--- config.mk ---
export PLATFORM = sky130hd
export DESIGN_NAME = interval_timer
export DESIGN_NICKNAME = d
export VERILOG_FILES = /design/src/rtl/timer_pkg.sv /design/src/rtl/timer_regs.sv /design/src/rtl/timer_prescaler.sv /design/src/rtl/timer_down_counter.sv /design/src/rtl/interval_timer.sv
export SDC_FILE = /design/constraint.sdc
export NUM_CORES = 1
export LEC_CHECK = 0
export BUFFER_PORTS_ARGS = -buffer_cell sky130_fd_sc_hd__buf_2
export CORE_MARGIN = 5
export CORE_UTILIZATION = 48
export DETAILED_ROUTE_END_ITERATION = 10
export MAX_ROUTING_LAYER = met4
export PLACE_DENSITY_LB_ADDON = 0.25
export SLEW_MARGIN = 25
export SYNTH_ARGS = -nofsm -noshare
export SYNTH_HDL_FRONTEND = slang
export SYNTH_HIERARCHICAL = 1
export SYNTH_SLANG_ARGS = --single-unit
--- constraint.sdc ---
create_clock -name clk -period 4.4 [get_ports clk]
set_clock_uncertainty 0.1 [all_clocks]
set_input_delay 0.22 -clock clk [delete_from_list [all_inputs] [get_ports clk]]
set_output_delay 0.22 -clock clk [all_outputs]
set_load 0.05 [all_outputs]
--- src/rtl/timer_pkg.sv ---
package timer_pkg;
  typedef enum logic [1:0] {
    SEL_COUNT  = 2'd0,
    SEL_PERIOD = 2'd1,
    SEL_SCALE  = 2'd2,
    SEL_NONE   = 2'd3
  } timer_sel_e;
endpackage

--- src/rtl/timer_regs.sv ---
module timer_regs #(
  parameter int CNT_W   = 16,
  parameter int SCALE_W = 8
) (
  input  logic               clk,
  input  logic               rst,
  input  logic               wr_en,
  input  logic [1:0]         wr_sel,
  input  logic [CNT_W-1:0]   wr_data,
  output logic [CNT_W-1:0]   period_q,
  output logic [SCALE_W-1:0] scale_q,
  output logic               load_o,
  output logic [CNT_W-1:0]   load_val_o
);
  import timer_pkg::*;

  assign load_o     = wr_en && (timer_sel_e'(wr_sel) == SEL_COUNT);
  assign load_val_o = wr_data;

  always_ff @(posedge clk) begin
    if (rst) begin
      period_q <= '0;
      scale_q  <= '0;
    end else if (wr_en) begin
      if (timer_sel_e'(wr_sel) == SEL_PERIOD) period_q <= wr_data;
      if (timer_sel_e'(wr_sel) == SEL_SCALE)  scale_q  <= wr_data[SCALE_W-1:0];
    end
  end

  assert_spare_ignored_R10: assert property (@(posedge clk) disable iff (rst)
    (wr_en && wr_sel == 2'd3) |=> ($stable(period_q) && $stable(scale_q)));
endmodule

--- src/rtl/timer_prescaler.sv ---
module timer_prescaler #(
  parameter int SCALE_W = 8
) (
  input  logic               clk,
  input  logic               rst,
  input  logic               en,
  input  logic [SCALE_W-1:0] scale,
  output logic               tick_o
);
  logic [SCALE_W-1:0] remain_q;
  logic [SCALE_W-1:0] remain_eff;
  logic               en_q;

  // on the rising cycle of the enable the prescaler starts a fresh run
  assign remain_eff = (en && !en_q) ? scale : remain_q;
  assign tick_o     = en && (remain_eff == '0);

  always_ff @(posedge clk) begin
    if (rst) begin
      remain_q <= '0;
      en_q     <= 1'b0;
    end else begin
      en_q <= en;
      if (en) remain_q <= (remain_eff == '0) ? scale : remain_eff - 1'b1;
    end
  end

  assert_frozen_prescale_R7: assert property (@(posedge clk) disable iff (rst)
    !en |=> $stable(remain_q));
  assert_tick_only_enabled_R3: assert property (@(posedge clk) disable iff (rst)
    tick_o |-> en);
endmodule

--- src/rtl/timer_down_counter.sv ---
module timer_down_counter #(
  parameter int CNT_W = 16
) (
  input  logic             clk,
  input  logic             rst,
  input  logic             tick,
  input  logic             load,
  input  logic [CNT_W-1:0] load_val,
  input  logic [CNT_W-1:0] period,
  output logic [CNT_W-1:0] cnt_q,
  output logic             irq_q
);
  always_ff @(posedge clk) begin
    if (rst) begin
      cnt_q <= '0;
      irq_q <= 1'b0;
    end else begin
      irq_q <= 1'b0;
      if (load) begin
        cnt_q <= load_val;
      end else if (tick) begin
        if (cnt_q == '0) begin
          cnt_q <= period;
          irq_q <= 1'b1;
        end else begin
          cnt_q <= cnt_q - 1'b1;
        end
      end
    end
  end

  assert_irq_with_reload_R4: assert property (@(posedge clk) disable iff (rst)
    irq_q |-> (cnt_q == $past(period)));
  assert_single_step_R4: assert property (@(posedge clk) disable iff (rst)
    (tick && !load && cnt_q != '0) |=> (cnt_q == $past(cnt_q) - CNT_W'(1)));
  assert_write_wins_R8: assert property (@(posedge clk) disable iff (rst)
    load |=> (cnt_q == $past(load_val) && !irq_q));
  assert_idle_hold_R7: assert property (@(posedge clk) disable iff (rst)
    (!tick && !load) |=> ($stable(cnt_q) && !irq_q));
endmodule

--- src/rtl/interval_timer.sv ---
module interval_timer #(
  parameter int CNT_W   = 16,
  parameter int SCALE_W = 8
) (
  input  logic             clk,
  input  logic             rst,
  input  logic             wr_en,
  input  logic [1:0]       wr_sel,
  input  logic [CNT_W-1:0] wr_data,
  input  logic             enable,
  output logic [CNT_W-1:0] count_o,
  output logic             irq_o
);
  logic [CNT_W-1:0]   period_q;
  logic [SCALE_W-1:0] scale_q;
  logic               load;
  logic [CNT_W-1:0]   load_val;
  logic               tick;

  timer_regs #(.CNT_W(CNT_W), .SCALE_W(SCALE_W)) u_regs (
    .clk(clk), .rst(rst), .wr_en(wr_en), .wr_sel(wr_sel), .wr_data(wr_data),
    .period_q(period_q), .scale_q(scale_q), .load_o(load), .load_val_o(load_val)
  );

  timer_prescaler #(.SCALE_W(SCALE_W)) u_pre (
    .clk(clk), .rst(rst), .en(enable), .scale(scale_q), .tick_o(tick)
  );

  timer_down_counter #(.CNT_W(CNT_W)) u_cnt (
    .clk(clk), .rst(rst), .tick(tick), .load(load), .load_val(load_val),
    .period(period_q), .cnt_q(count_o), .irq_q(irq_o)
  );

  assert_reset_clear_R1: assert property (@(posedge clk)
    rst |=> (count_o == '0 && !irq_o));
endmodule

Word-level counts from Yosys, hierarchy flattened --
Index checks and enable logic that the tools add are counted. Widths: inputs -> output; s select.
Operators by class: reductions and logical operators 11, eq/ne operators 2, mux-type cells 6, add/subtract/negate cells 2, bitwise gates (word level) 1
Operators with widths (count):
- $mux 16 | 3
- $logic_not 16->1 | 1
- $mux 8 | 2
- $sub 16x1->16 const B | 1
- $logic_not 8->1 | 1
- $sub 8x1->8 const B | 1
- $reduce_and 2->1 | 2
- $logic_and 1x1->1 | 3
- $reduce_or 3->1 | 1
- $eq 2x1->1 const B | 1
- $eq 2x2->1 const B | 1
- $logic_not 2->1 | 1
- $reduce_bool 2->1 | 1
- $logic_not 1->1 | 1
- $mux 1 | 1
- $not 1->1 | 1
Storage, ports and cells: input port bits 22, word-level logic and storage cells 28, register bits after elaboration 50, output and inout port bits 17

Longest topological paths before layout --
depth in word-level cells 7, mapped depth 11

By module --
The synthesis kept the hierarchy.
Modules (own cells, without submodules):
- timer_down_counter | times used 1, area an instance 1295.0 um^2, cells each 167
- timer_regs | times used 1, area an instance 1166.1 um^2, cells each 114
- timer_prescaler | times used 1, area an instance 775.7 um^2, cells each 87

Worst setup path after synthesis --
OpenSTA, ideal clock, no wires.
path kind reg2reg, start register u_pre.en_q, end register u_cnt.cnt_q[13], cell stages (with the launch flop) 11, period minus slack after synthesis 2939 ps, data arrival time 2746 ps, setup slack 1461 ps, data required time 4208 ps, cell sequence dfxtp_1 and2b_4 mux2_2 inv_1 ha_1 nand4_2 nor2_1 buf_2 nor3b_1 o21ai_0 o32ai_1
On the way: word-level cells in the longest chain between the ends 6
RTL lines:
- from (decl) | line timer_prescaler.sv:12 | logic en_q;
- from (signal assigned) | line timer_prescaler.sv:23 | en_q <= en;
- $logic_not 1->1 | line timer_prescaler.sv:15 | assign remain_eff = (en && !en_q) ? scale : remain_q;
- $logic_and 1x1->1 | line timer_prescaler.sv:15
- $mux 8 | line timer_prescaler.sv:15
- $logic_not 8->1 | line timer_prescaler.sv:16 | assign tick_o = en && (remain_eff == '0);
- $logic_and 1x1->1 | line timer_prescaler.sv:16
- net tick | line interval_timer.sv:18 | logic tick;
- $reduce_bool 2->1 (no line)
- to (signal assigned) | line timer_down_counter.sv:20 | cnt_q <= load_val;
- to (signal assigned) | line timer_down_counter.sv:23 | cnt_q <= period;
- to (signal assigned) | line timer_down_counter.sv:26 | cnt_q <= cnt_q - 1'b1;
- to (decl) | line timer_down_counter.sv:10 | output logic [CNT_W-1:0] cnt_q,
The timed path passes the listed nets, and every way through them passes these cells. A chain may end at the register's enable or synchronous reset.

Final worst setup path --
start register u_pre.en_q, end register u_cnt.cnt_q[15]
The elaborated chain is that of the path after synthesis.

==> results.ini <==
[drt]
viasPerCell = 5.873
drtPass1Iterations = 4
num_vias = 2678
drc = 0
drtIter0Drc = 104
wl_microns = 7627
avgRoutedWirePerCell_microns = 16.73
ant_nets = 0

[synthesis]
synth-seq-cells = 50
syn_area_sq_um = 3237
synth_enable_flop_cells = 0
synth_area_leader_cell = dfxtp_1
synth.area.top_cells = dfxtp_1 31%, mux2i_1 10%, nand2b_1 8.1%, nor3b_1 3.9%, a21oi_1 3.7%
synth_top_area_frac = 0.3092
syn_area_per_cell_sq_um = 8.796
yosysSeqAreaShare = 0.3092
yosysWarnings = 6
ys_types = 67
syn-num-nets = 394
synth_cells = 368
synth_ff_type = dfxtp_1
synthArstFlopShare = 0

[critical_path]
ff2ff_setup_slack_ns = 0.98
required_ns = 4.52
start_kind = flop
crit_chain = and2b_4 -> mux2_2 -> inv_1 -> ha_1 -> nand4_2 -> nor2_1 -> buf_4 -> or3b_1 -> a31o_2 -> o32ai_1
cp.arrival_ns = 3.54
crit_fanout = 18
cp_slowest_cell = or3b_1
path_class = reg -> reg
path_delay_family = simple AND/OR/NAND/NOR gates
critPathMaxStageDelay_ns = 0.53
path_buf_inv = 2
end_kind = flop

[clock_tree]
numCtsBuffers = 5
root_buffer = clkbuf_8
clk_pin_slew_ns = 0.10
cts-htree-levels = 2
cts-resized-gates = 0
postCtsHoldBufs = 0
clk_latency_ns = 0.30
cts_tree = done
cts.sinks = 50
cts_buffer_depth = 2
cts_setup_buffers = 0

[layout]
area_growth_pct = 5.025
antenna_cells = 0
fin_nets = 401
drive_gt1_frac = 0.1915
finalCoreUtilization = 0.5088
fillers = 653
instances_no_fill = 456

[power_and_ir_drop]
p_seq_frac = 0.398
ir_drop_v = 0.0001786
powerDensity_nw_per_um2 = 392.0
pwr-share-clk = 0.216
pwr-share-comb = 0.386
p_leak_nw = 1.347
power.switching_w = 0.0005234
p_int_w = 0.0008092
sw_frac_of_total = 0.3928

[grt]
grt_pass1_vias = 2583
grt_pass1_wl_microns = 12480
gr-total-overflow = 0
antenna_found_initial = 0
globalRouteTotalUtil = 0.1857
grt_max_degree = 68

[placement]
placed_cells = 448
dp_hpwl_microns = 5290
place_congestion = 0.8778
portBuffers = 38

[sta]
max_freq_mhz = 292.4
slew_headroom = 0.5075
setup-tns-final_ns = 0
drv_slew = 0
rsz0062_at_grt = false
finalHoldViolCount = 0
final.min_clock_period_ns = 3.419
setup_violations = 0
timing.final.crit_share = 0.7771
tightest_slew_ns = 0.7366

[die]
fp.coreArea_sq_um = 6681
fp-row-count = 30
start_util = 0.4845
fp.dieW_microns = 92.12
die_area_sq_um = 8486
io_pins = 39
die_h_microns = 92.12

[status]
status = finished, final reports clean

[run]
maxCapViolations = 0

[worst_hold_path]
hp-class = in -> reg

==> power by group through the flow <==
| stage | Clock, W | Sequential (W) | Combinational (W) |
|---|---|---|---|
| after floorplan | 0 | 0.000580 | 0.000373 |
| after global placement | 0 | 0.000541 | 0.000506 |
| after detailed placement | 0 | 0.000540 | 0.000510 |
| after CTS | 0.000298 | 0.000530 | 0.000512 |
| after global routing | 0.000316 | 0.000537 | 0.000564 |
| final | 0.000288 | 0.000531 | 0.000514 |
==> flip-flops by register name, indices dropped and copies added (netlist names) <==
signal           cells
u_pre/remain_q       8
u_regs/period_q     16
u_pre/en_q           1
u_cnt/irq_q          1
u_cnt/cnt_q         16
u_regs/scale_q       8
==> per-stage QoR <==
step	cell area (sq um)	power (W)	worst slack, ns	hold WS, ns
after floorplan	3237	0.0009525	1.461	0.2753
after global placement	3301	0.001047	1.080	0.3610
after detailed placement	3301	0.001050	0.9880	0.3618
after CTS	3396	0.001340	1.004	0.06933
after global routing	3400	0.001416	0.7647	0.08023
final	3400	0.001333	0.9806	0.07887
==> layout make-up <==
class / instances / area, sq um / share of cell area
clock buffers: 6 / 82.58 / 0.02429
clock inverters: 2 / 12.51 / 0.003681
inverters: 5 / 18.77 / 0.005521
multi-input cells: 272 / 1969 / 0.5793
flip-flops and latches: 50 / 1001 / 0.2944
well taps: 80 / 100.1 / 0.02944
repair buffers: 41 / 215.2 / 0.06331
==> worst register-to-register path, cell delays in order (launching register included) <==
cell and delay, ns:
dfxtp_1 0.36, and2b_4 0.42, mux2_2 0.41, inv_1 0.10, ha_1 0.24, nand4_2 0.24
nor2_1 0.16, buf_4 0.25, or3b_1 0.54, a31o_2 0.27, o32ai_1 0.24
==> per-layer routing <==
layer,wire length [microns],global-route usage
met1,3690,0.2543
met2,3529,0.2792
met3,325,0.03199
met4,81,0.05817
met5,0,-
==> synthesized netlist by cell type, types with 4 or more instances <==
library cell,number
dfxtp_1,50
nand2b_1,42
mux2i_1,33
a21oi_1,24
nor2_1,23
nor3b_1,17
buf_4,16
nor3_1,14
clkbuf_1,13
nand2_1,10
o32ai_1,9
buf_2,7
o21ai_0,7
xnor2_1,6
inv_1,5
a211oi_1,4
ha_1,4
nor4_1,4
or3b_2,4
==> cell families after synthesis <==
group,synth area share
fa+ha+maj,0.01546
mux,0.1125
flops,0.3092
buf+inv,0.08427
simple gates,0.2837
compound gates,0.1732
xor+xnor,0.02165
==> cells in the final DEF, fill, tap and decap left out, types with 7 or more instances in the layout <==
cell type | Yosys | final
a21oi_1 | 24 | 24
buf_2 | 7 | 37
dfxtp_1 | 50 | 50
mux2i_1 | 33 | 33
nand2_1 | 10 | 10
nand2b_1 | 42 | 42
nor2_1 | 23 | 23
nor3_1 | 14 | 14
nor3b_1 | 17 | 16
o21ai_0 | 7 | 7
o32ai_1 | 9 | 9
==> worst paths after layout <==
kind / startpoint / end / depth (start not counted)
hold / removal: wr_data[11] / u_regs/period_q[11] / 3
setup reg to reg: u_pre/en_q / u_cnt/cnt_q[15] / 10
setup / recovery: u_pre/en_q / u_cnt/cnt_q[15] / 10
hold reg to reg: u_regs/period_q[14] / u_regs/period_q[14] / 2
(Power assumes the default switching activity.)
